--- config.mk ---
export PLATFORM = sky130hd
export DESIGN_NAME = offdelay_timer
export DESIGN_NICKNAME = d
export VERILOG_FILES = /design/src/rtl/odt_pkg.sv /design/src/rtl/odt_prescaler.sv /design/src/rtl/odt_preset_sel.sv /design/src/rtl/odt_core.sv /design/src/rtl/offdelay_timer.sv
export SDC_FILE = /design/constraint.sdc
export NUM_CORES = 1
export LEC_CHECK = 0
export BUFFER_PORTS_ARGS = -buffer_cell sky130_fd_sc_hd__buf_4
export CAP_MARGIN = 25
export CORE_MARGIN = 2
export CORE_UTILIZATION = 57
export CTS_BUF_LIST = sky130_fd_sc_hd__clkbuf_16
export CTS_CLUSTER_DIAMETER = 40
export DETAILED_ROUTE_END_ITERATION = 6
export GPL_TIMING_DRIVEN = 0
export PLACE_DENSITY = 0.78
export SLEW_MARGIN = 5
export SYNTH_ARGS = -nofsm -noshare
export SYNTH_HDL_FRONTEND = slang
export SYNTH_HIERARCHICAL = 1
export SYNTH_SLANG_ARGS = --single-unit
--- constraint.sdc ---
create_clock -name clk -period 7.3 [get_ports clk]
set_clock_uncertainty 0.05 [all_clocks]
set_input_delay 1.46 -clock clk [delete_from_list [all_inputs] [get_ports clk]]
set_output_delay 1.46 -clock clk [all_outputs]
set_load 0.01 [all_outputs]
--- src/rtl/odt_pkg.sv ---
// Shared constants and helpers for the off-delay timer.
// Assumes the timebase codes are unsigned and TB_W bits wide.
package odt_pkg;

    localparam int TB_W = 8;
    localparam logic [TB_W-1:0] TB_CODE_FINE   = TB_W'(1);
    localparam logic [TB_W-1:0] TB_CODE_COARSE = TB_W'(10);

    typedef enum logic [1:0] {
        BASE_FINE   = 2'd0,
        BASE_COARSE = 2'd1,
        BASE_NONE   = 2'd2
    } base_e;

    // Map a timebase code onto a timebase kind
    function automatic base_e decode_base(input logic [TB_W-1:0] code);
        if (code == TB_CODE_FINE)        return BASE_FINE;
        else if (code == TB_CODE_COARSE) return BASE_COARSE;
        else                             return BASE_NONE;
    endfunction

endpackage

--- src/rtl/odt_prescaler.sv ---
// Tick generator for the off-delay timer.
// It emits one-cycle ticks every CLK_HZ/100 cycles (fine base) or every CLK_HZ/10
// cycles (coarse base, built as a decade count of fine periods).
// The phase is held at zero whenever run is low, so timing always starts cleanly.
// Assumes CLK_HZ is a multiple of 100.
module odt_prescaler #(
    parameter int CLK_HZ = 100_000_000
) (
    input  logic          clk,
    input  logic          rst_n,
    input  logic          run,
    input  odt_pkg::base_e base,
    output logic          tick
);
    import odt_pkg::*;

    localparam int FINE_DIV = CLK_HZ / 100;
    localparam int CW       = (FINE_DIV > 1) ? $clog2(FINE_DIV) : 1;
    localparam int DECADE   = 10;
    localparam int DW       = $clog2(DECADE);

    logic [CW-1:0] cyc_cnt;
    logic [DW-1:0] dec_cnt;
    logic          fine_wrap;
    logic          dec_last;

    assign fine_wrap = (cyc_cnt == CW'(FINE_DIV - 1));
    assign dec_last  = (dec_cnt == DW'(DECADE - 1));

    // Cycle and decade counters, cleared by reset or when not running
    always_ff @(posedge clk) begin
        if (!rst_n || !run) begin
            cyc_cnt <= '0;
            dec_cnt <= '0;
        end else if (fine_wrap) begin
            cyc_cnt <= '0;
            dec_cnt <= dec_last ? '0 : dec_cnt + DW'(1);
        end else begin
            cyc_cnt <= cyc_cnt + CW'(1);
        end
    end

    // Select the tick for the chosen base
    always_comb begin
        unique case (base)
            BASE_FINE:   tick = run && fine_wrap;
            BASE_COARSE: tick = run && fine_wrap && dec_last;
            default:     tick = 1'b0;
        endcase
    end

endmodule

--- src/rtl/odt_preset_sel.sv ---
// Preset selection for the off-delay timer.
// It holds the stored preset register (cleared by reset; negative loads are dropped).
// It picks the port preset or the stored one, and flags negative presets other than all ones.
module odt_preset_sel #(
    parameter int PV_W = 16
) (
    input  logic            clk,
    input  logic            rst_n,
    input  logic [PV_W-1:0] preset,
    input  logic            pv_wr,
    input  logic [PV_W-1:0] pv_wr_data,
    output logic [PV_W-2:0] pv_eff,
    output logic            pv_bad
);
    localparam logic [PV_W-1:0] USE_STORED = '1;

    logic [PV_W-2:0] pv_store;
    logic            sel_stored;

    // Stored preset register; only non-negative values are accepted
    always_ff @(posedge clk) begin
        if (!rst_n)
            pv_store <= '0;
        else if (pv_wr && !pv_wr_data[PV_W-1])
            pv_store <= pv_wr_data[PV_W-2:0];
    end

    // Effective preset and validity
    always_comb begin
        sel_stored = (preset == USE_STORED);
        pv_bad     = preset[PV_W-1] && !sel_stored;
        pv_eff     = sel_stored ? pv_store : preset[PV_W-2:0];
    end

endmodule

--- src/rtl/odt_core.sv ---
// Retentive count/output state of the off-delay timer.
// CV and Q carry no reset on purpose; only clr and en initialise them.
// Q falls on the edge where the next CV value meets the preset. CV saturates at its maximum.
module odt_core #(
    parameter int PV_W = 16
) (
    input  logic            clk,
    input  logic            clr,
    input  logic            en,
    input  logic            hold,
    input  logic            tick,
    input  logic [PV_W-2:0] pv_eff,
    output logic            q,
    output logic [PV_W-1:0] cv
);
    localparam logic [PV_W-1:0] CV_MAX = {1'b0, {(PV_W-1){1'b1}}};

    logic [PV_W-1:0] pv_ext;
    logic [PV_W-1:0] cv_nxt;

    assign pv_ext = {1'b0, pv_eff};

    // Candidate next count: advance on a tick while below the preset and the ceiling
    always_comb begin
        if (tick && (cv < pv_ext) && (cv != CV_MAX))
            cv_nxt = cv + PV_W'(1);
        else
            cv_nxt = cv;
    end

    // Timer state update; clear has priority, then enable, then timing
    always_ff @(posedge clk) begin
        if (clr) begin
            cv <= '0;
            q  <= 1'b0;
        end else if (en) begin
            cv <= '0;
            q  <= 1'b1;
        end else if (q && !hold) begin
            cv <= cv_nxt;
            q  <= !(cv_nxt >= pv_ext);
        end
    end

endmodule

--- src/rtl/offdelay_timer.sv ---
// Off-delay timer top level.
// The enable high holds Q high and CV at zero. After the enable falls, CV counts
// timebase ticks and Q drops once CV reaches the preset. The state is retentive
// across rst_n; clr initialises it.
module offdelay_timer #(
    parameter int CLK_HZ = 100_000_000,
    parameter int PV_W   = 16
) (
    input  logic                   clk,
    input  logic                   rst_n,
    input  logic                   clr,
    input  logic                   en,
    input  logic [odt_pkg::TB_W-1:0] tb_sel,
    input  logic [PV_W-1:0]        preset,
    input  logic                   pv_wr,
    input  logic [PV_W-1:0]        pv_wr_data,
    output logic                   q,
    output logic [PV_W-1:0]        cv,
    output logic                   cfg_err
);
    import odt_pkg::*;

    base_e           base;
    logic            pv_bad;
    logic [PV_W-2:0] pv_eff;
    logic            run;
    logic            tick;

    // Configuration checks
    always_comb begin
        base    = decode_base(tb_sel);
        cfg_err = (base == BASE_NONE) || pv_bad;
        run     = rst_n && !clr && !en && q && !cfg_err;
    end

    odt_preset_sel #(.PV_W(PV_W)) u_psel (
        .clk        (clk),
        .rst_n      (rst_n),
        .preset     (preset),
        .pv_wr      (pv_wr),
        .pv_wr_data (pv_wr_data),
        .pv_eff     (pv_eff),
        .pv_bad     (pv_bad)
    );

    odt_prescaler #(.CLK_HZ(CLK_HZ)) u_presc (
        .clk   (clk),
        .rst_n (rst_n),
        .run   (run),
        .base  (base),
        .tick  (tick)
    );

    odt_core #(.PV_W(PV_W)) u_core (
        .clk    (clk),
        .clr    (clr),
        .en     (en),
        .hold   (cfg_err),
        .tick   (tick),
        .pv_eff (pv_eff),
        .q      (q),
        .cv     (cv)
    );

endmodule

==> Yosys cells after proc, flatten, opt, wreduce, memory -nomap -nowiden <==
Cells that the tools add are included.
{ "word_totals": {"register_bits": 56, "input_bits": 45, "output_inout_bits": 18, "word_cells": 51} }
{ "classes": {"n_addsub": 3, "n_lt_le_gt_ge": 2, "n_eq_ne": 8, "muxes": 8, "n_reduce_logical": 25} }
{ "op_table": {"columns": ["operator", "n"], "rows": [
  ["adder 20 x 1 -> 20 bit (second input constant)", 1],
  ["equality test 20 bit (second input constant)", 1],
  ["adder 16 x 1 -> 16 bit (second input constant)", 1],
  ["equality test 16 bit (second input constant)", 1],
  [">= comparator 16 x 15 -> 1 bit", 1],
  ["less-than comparator 16 x 15 -> 1 bit", 1],
  ["2-to-1 mux 16 bit", 1],
  ["!= test 16 x 15 -> 1 bit (second input constant)", 1],
  ["2-to-1 mux 15 bit", 1],
  ["logical AND 1 bit", 11],
  ["equality test 8 x 1 -> 1 bit (second input constant)", 1],
  ["equality test 8 x 4 -> 1 bit (second input constant)", 1],
  ["logical NOT 1 bit", 8],
  ["adder 4 x 1 -> 4 bit (second input constant)", 1],
  ["equality test 4 bit (second input constant)", 1],
  ["2-to-1 mux 2 bit", 2],
  ["2-to-1 mux 4 bit", 1],
  ["OR reduction 2 bit", 2],
  ["equality test 2 x 1 -> 1 bit (second input constant)", 1],
  ["equality test 2 bit (second input constant)", 1],
  ["logical NOT 2 bit", 1],
  ["logical OR 1 bit", 2],
  ["2-to-1 mux 1 bit", 2],
  ["case mux 1 bit (2 select lines)", 1],
  ["nonzero test 2 bit", 1]
]} }

==> Depth between registers and ports, before layout <==
{ "depth": {"ltp_word": 17, "depth_mapped": 21, "depth_no_buf": 18} }

==> Hierarchy <==
Netlist, hierarchy kept.
{ "modules_own_cells": {"columns": ["mod", "n_inst", "cells_per_inst", "area_per_inst_um2", "seq_area_each_um2"], "rows": [
  ["odt_core", 1, 231, 1843.0, 340.3],
  ["odt_prescaler", 1, 131, 1121.1, 480.5],
  ["odt_preset_sel", 1, 87, 784.5, 300.3],
  ["offdelay_timer", 1, 9, 70.1, 0.0]
]} }

==> Worst setup path after synthesis <==
OpenSTA, ideal clock, no wires.
{ "synth_path": {"path_kind": "input -> register", "startpoint": "input port preset[9]", "endpoint": "register u_core.q", "setup_time_ns": 0.075, "t_arrival_ns": 5.421, "required_time_ns": 7.175, "path_slack_ns": 1.754, "stages": 21, "n_path_buf": 3, "path_cell_list": "nand4_1 nor4_4 buf_6 and2b_2 nor4b_1 and3_1 nand2b_1 a2111oi_0 o2111ai_1 a21o_1 buf_2 buf_2 nor3_1 xor2_1 ha_1 a21o_1 a211oi_1 o21ai_0 a21oi_1 o211ai_1 o22ai_1"} }
{ "synth_via": {"elab_chain_cells": 16, "elab_cells_between_ends": 20, "classes_between": "order compare: 2; eq/ne: 1; mux: 5; reduce/logical: 12"} }
{ "synth_rtl": {"columns": ["element", "line_no", "rtl"], "rows": [
  ["start: declaration", "offdelay_timer.sv:14", "input logic [PV_W-1:0] preset,"],
  ["equality test 16 bit *", "odt_preset_sel.sv:30", "sel_stored = (preset == USE_STORED);"],
  ["logical NOT 1 bit *", "odt_preset_sel.sv:31", "pv_bad = preset[PV_W-1] && !sel_stored;"],
  ["logical AND 1 bit *", "odt_preset_sel.sv:31", null],
  ["net pv_bad", "offdelay_timer.sv:24", "logic pv_bad;"],
  ["logical OR 1 bit *", "offdelay_timer.sv:32", "cfg_err = (base == BASE_NONE) || pv_bad;"],
  ["logical NOT 1 bit *", "offdelay_timer.sv:33", "run = rst_n && !clr && !en && q && !cfg_err;"],
  ["logical AND 1 bit *", "offdelay_timer.sv:33", null],
  ["net run", "offdelay_timer.sv:26", "logic run;"],
  ["[... 3 more ...]", null, null],
  ["net tick", "offdelay_timer.sv:27", "logic tick;"],
  ["logical AND 1 bit * (2 in a row)", "odt_core.sv:25", "if (tick && (cv < pv_ext) && (cv != CV_MAX))"],
  ["2-to-1 mux 16 bit *", "odt_core.sv:25", null],
  ["net u_core.cv_nxt[10]", "odt_core.sv:19", "logic [PV_W-1:0] cv_nxt;"],
  [">= comparator 16 x 15 -> 1 bit *", "odt_core.sv:41", "q <= !(cv_nxt >= pv_ext);"],
  ["logical NOT 1 bit *", "odt_core.sv:41", null],
  ["2-to-1 mux 1 bit *", "odt_core.sv:39", "end else if (q && !hold) begin"],
  ["2-to-1 mux 1 bit *", "odt_core.sv:36", "end else if (en) begin"],
  ["end signal: assignment", "odt_core.sv:41", null],
  ["end: declaration", "odt_core.sv:13", "output logic q,"]
]} }
The timed path passes the listed nets; every way through them passes the cells marked *. The select of a mux whose other input is x is not followed.
A chain may end at the register's enable or synchronous reset.

==> Final worst setup path <==
Ends and elaborated chain as after synthesis.

==> flow_summary_export.csv <==
group,metric,value,unit
final_layout,drive_above_1_share,20.8,%
min_path,min_from,"u_presc/cyc_cnt[0]",
clock_network,cts.repair.resized,0,
clock_network,cts_max_level,2,
clock_network,path_clk_slew,70,ps
floorplan,chipHeight,85.9,um
sta,max_freq,159,MHz
min_path,hold_path_depth,1,
setup_path,reg2reg_depth,17,
placement,gp_congestion,0.882,
detailed_routing,dr_total_vias,3585,
floorplan,start_util,59.5,%
final_layout,area_growth,18.4,%
placement,dp.cells,597,
clock_network,cts_setup_buffers,0,
flow_run,max_cap_violations,0,
setup_path,path_class,"input pin to register",
placement,dpl_cell_area,4380,sq um
sta,tightest_slew,864,ps
sta,rsz0062_at_grt,"false",
grt,grt_pass1_wl,15.7,mm
min_path,worstHoldEndpoint,"u_presc/cyc_cnt[0]",
grt,grt_max_degree,17,
synth,synth_top_area_share,29.4,%
sta,post-route-period-util,86.3,%
setup_path,cp_max_fo,10,
synth,yosys-top-cells-count,"dfxtp_1 (56), nand2_1 (51), ha_1 (31), a21oi_1 (27), nor2_1 (27)",
power_and_ir_drop,peakVddDrop,0.0000953,V
synth,synth-seq-cells,56,
floorplan,ioPinCount,63,
sta,setup_violations,0,
final_layout,final_cells,605,
synth,syn_nets,534,
final_layout,antenna_cells,0,
placement,hpwl,7.16,mm
status,violations,"DRC",
clock_network,clk_path_buf_depth,2,
clock_network,clkLatencyLatePin,290,ps
setup_path,reg2reg_setup_slack,2780,ps
detailed_routing,drt_iter0_markers,202,
sta,hold_viol_final,0,
clock_network,cts_inserted_buffers,5,
synth,yosysMostFrequentCell,"dfxtp_1",
synth,ys_seq_area_share,29.4,%
min_path,min_path_type,"register to register",
sta,max_slew_margin,41.9,%
detailed_routing,drc,6,
setup_path,rr_endpoint,"u_core/q",
setup_path,critPathRequiredTime,7470,ps
detailed_routing,firstDrtPassIters,7,
floorplan,rows,29,
detailed_routing,postRouteAntennaNets,0,
setup_path,critPathCaptureType,"register",
status,status,"finished, violations left",
grt,grtUsageTotal,25.9,%
synth,synth_top_area_cell,"dfxtp_1",
sta,min_period,6300,ps
clock_network,cts-root-buf,"clkbuf_16",
synth,avgSynthCellArea,8.34,sq um
setup_path,start_kind,"input pin",
clock_network,cts_tree,"built",
synth,synth_area_leaders,"dfxtp_1 (29%), ha_1 (10%), nand2_1 (5.0%)",
detailed_routing,drt-vias-per-instance,5.93,
synth,yosysWarnings,6,
power_and_ir_drop,leakage,1.78,nW
sta,drv_slew,0,
floorplan,dieArea,7370,sq um
synth,synthDistinctLibCells,62,
floorplan,dieWidth,85.9,um
detailed_routing,routedWlPerCell,15.2,um
grt,grt-ovfl-total,0,
setup_path,cp.arrival,6470,ps
synth,async_flop_share,0,%
synth,synth_area,3820,sq um
clock_network,cts_num_sinks,56,
sta,setup_tns,0,ps
floorplan,fp.coreArea,6420,sq um
detailed_routing,wl,9.19,mm
clock_network,ctsHoldBuffers,0,
setup_path,r2r-start,"u_presc/cyc_cnt[11]",
final_layout,fin_nets,603,
final_layout,final_area,4520,sq um
synth,syn_inst,458,
synth,synth-edff-count,0,
synth,synth_ff_type,"dfxtp_1",
final_layout,post-route-util,70.4,%
placement,io_buffers,62,
power_and_ir_drop,p_per_area,133,nW/um^2
grt,antenna_found_initial,0,
grt,grt_pass1_vias,3576,
==> per-stage QoR <==
step	hold slack (ps)	setup WS [ps]	power, W
floorplan	368	1750	0.000345
global placement	378	728	0.000372
detailed placement	393	723	0.000374
CTS	406	999	0.000605
global route	417	671	0.000624
finish	401	1000	0.000600
==> kinds of logic (layout without fill, tap and decap cells) <==
logic type,after synthesis,after routing,share of synthesized area (%)
AO/OA/AOI/OAI,95,95,17.2
XOR/XNOR,24,24,5.50
adder cells (fa/ha/maj),31,31,10.2
buffers and inverters,41,111,4.85
flip-flops,56,56,29.4
multiplexers,19,19,5.54
AND/OR/NAND/NOR,192,192,27.4
==> critical path: stages <==
cell and delay [ps]:
buf_4 90, nand4_1 170, nor4_4 590, buf_6 230, and2b_2 240, nor4b_1 290, and3_1 210, nand2b_1 60
a2111oi_0 550, o2111ai_1 320, a21o_1 230, buf_2 180, buf_2 210, nor3_1 230, xor2_1 200, ha_1 270
a21o_1 190, a211oi_1 230, o21ai_0 120, a21oi_1 170, o211ai_1 110, o22ai_1 130
==> layout make-up <==
class,instances,area (sq um)
tap,77,96.3
sequential,56,1120
inverter,24,90.1
clock buffer,5,125
timing repair buffer,62,465
buffer,17,95.1
fill,538,1900
multi-input combinational,361,2510
clock inverter,3,15.0
==> worst max path at each step <==
| stage | start | to | cells past startpoint |
|---|---|---|---|
| floorplan | preset[9] | u_core/q | 21 |
| global placement | preset[9] | u_core/q | 22 |
| detailed placement | preset[9] | u_core/q | 22 |
| CTS | preset[9] | u_core/q | 22 |
| global route | preset[9] | u_core/q | 22 |
| finish | preset[9] | u_core/q | 22 |
==> per-layer routing <==
layer	global-route usage (%)	share of wire [%]
met4	9.52	2.3
met3	4.23	4.0
met2	46.7	51
met5	0	0
met1	30.7	43
==> state kept, by name, summed over array words and instances (netlist names) <==
name / count
u_presc/cyc_cnt: 20
u_core/cv: 16
u_psel/pv_store: 15
u_presc/dec_cnt: 4
u_core/q: 1
==> power breakdown <==
group          internal (W)  switching, W
Sequential         0.000309    0.00000251
Clock              0.000125      0.000108
Combinational     0.0000300     0.0000247
Total              0.000464      0.000135
==> placed cells by master, fill, tap and decap left out, types with 3 or more instances in the layout <==
cell and count:
a2111oi_0 3, a21boi_0 15, a21o_1 4, a21oi_1 27
and3_1 4, buf_2 5, buf_4 62, buf_6 3
clkbuf_1 7, clkbuf_16 5, dfxtp_1 56, ha_1 31
inv_1 25, mux2_2 17, nand2_1 51, nand2b_1 5
nand3_1 19, nand4_1 14, nor2_1 27, nor3_1 18
nor4_1 4, nor4b_1 3, o21a_1 5, o21ai_0 15
o31ai_1 9, or3_1 13, or4_1 11, xnor2_1 7
xor2_1 17
Note: power is estimated with default switching activity, not from simulation.
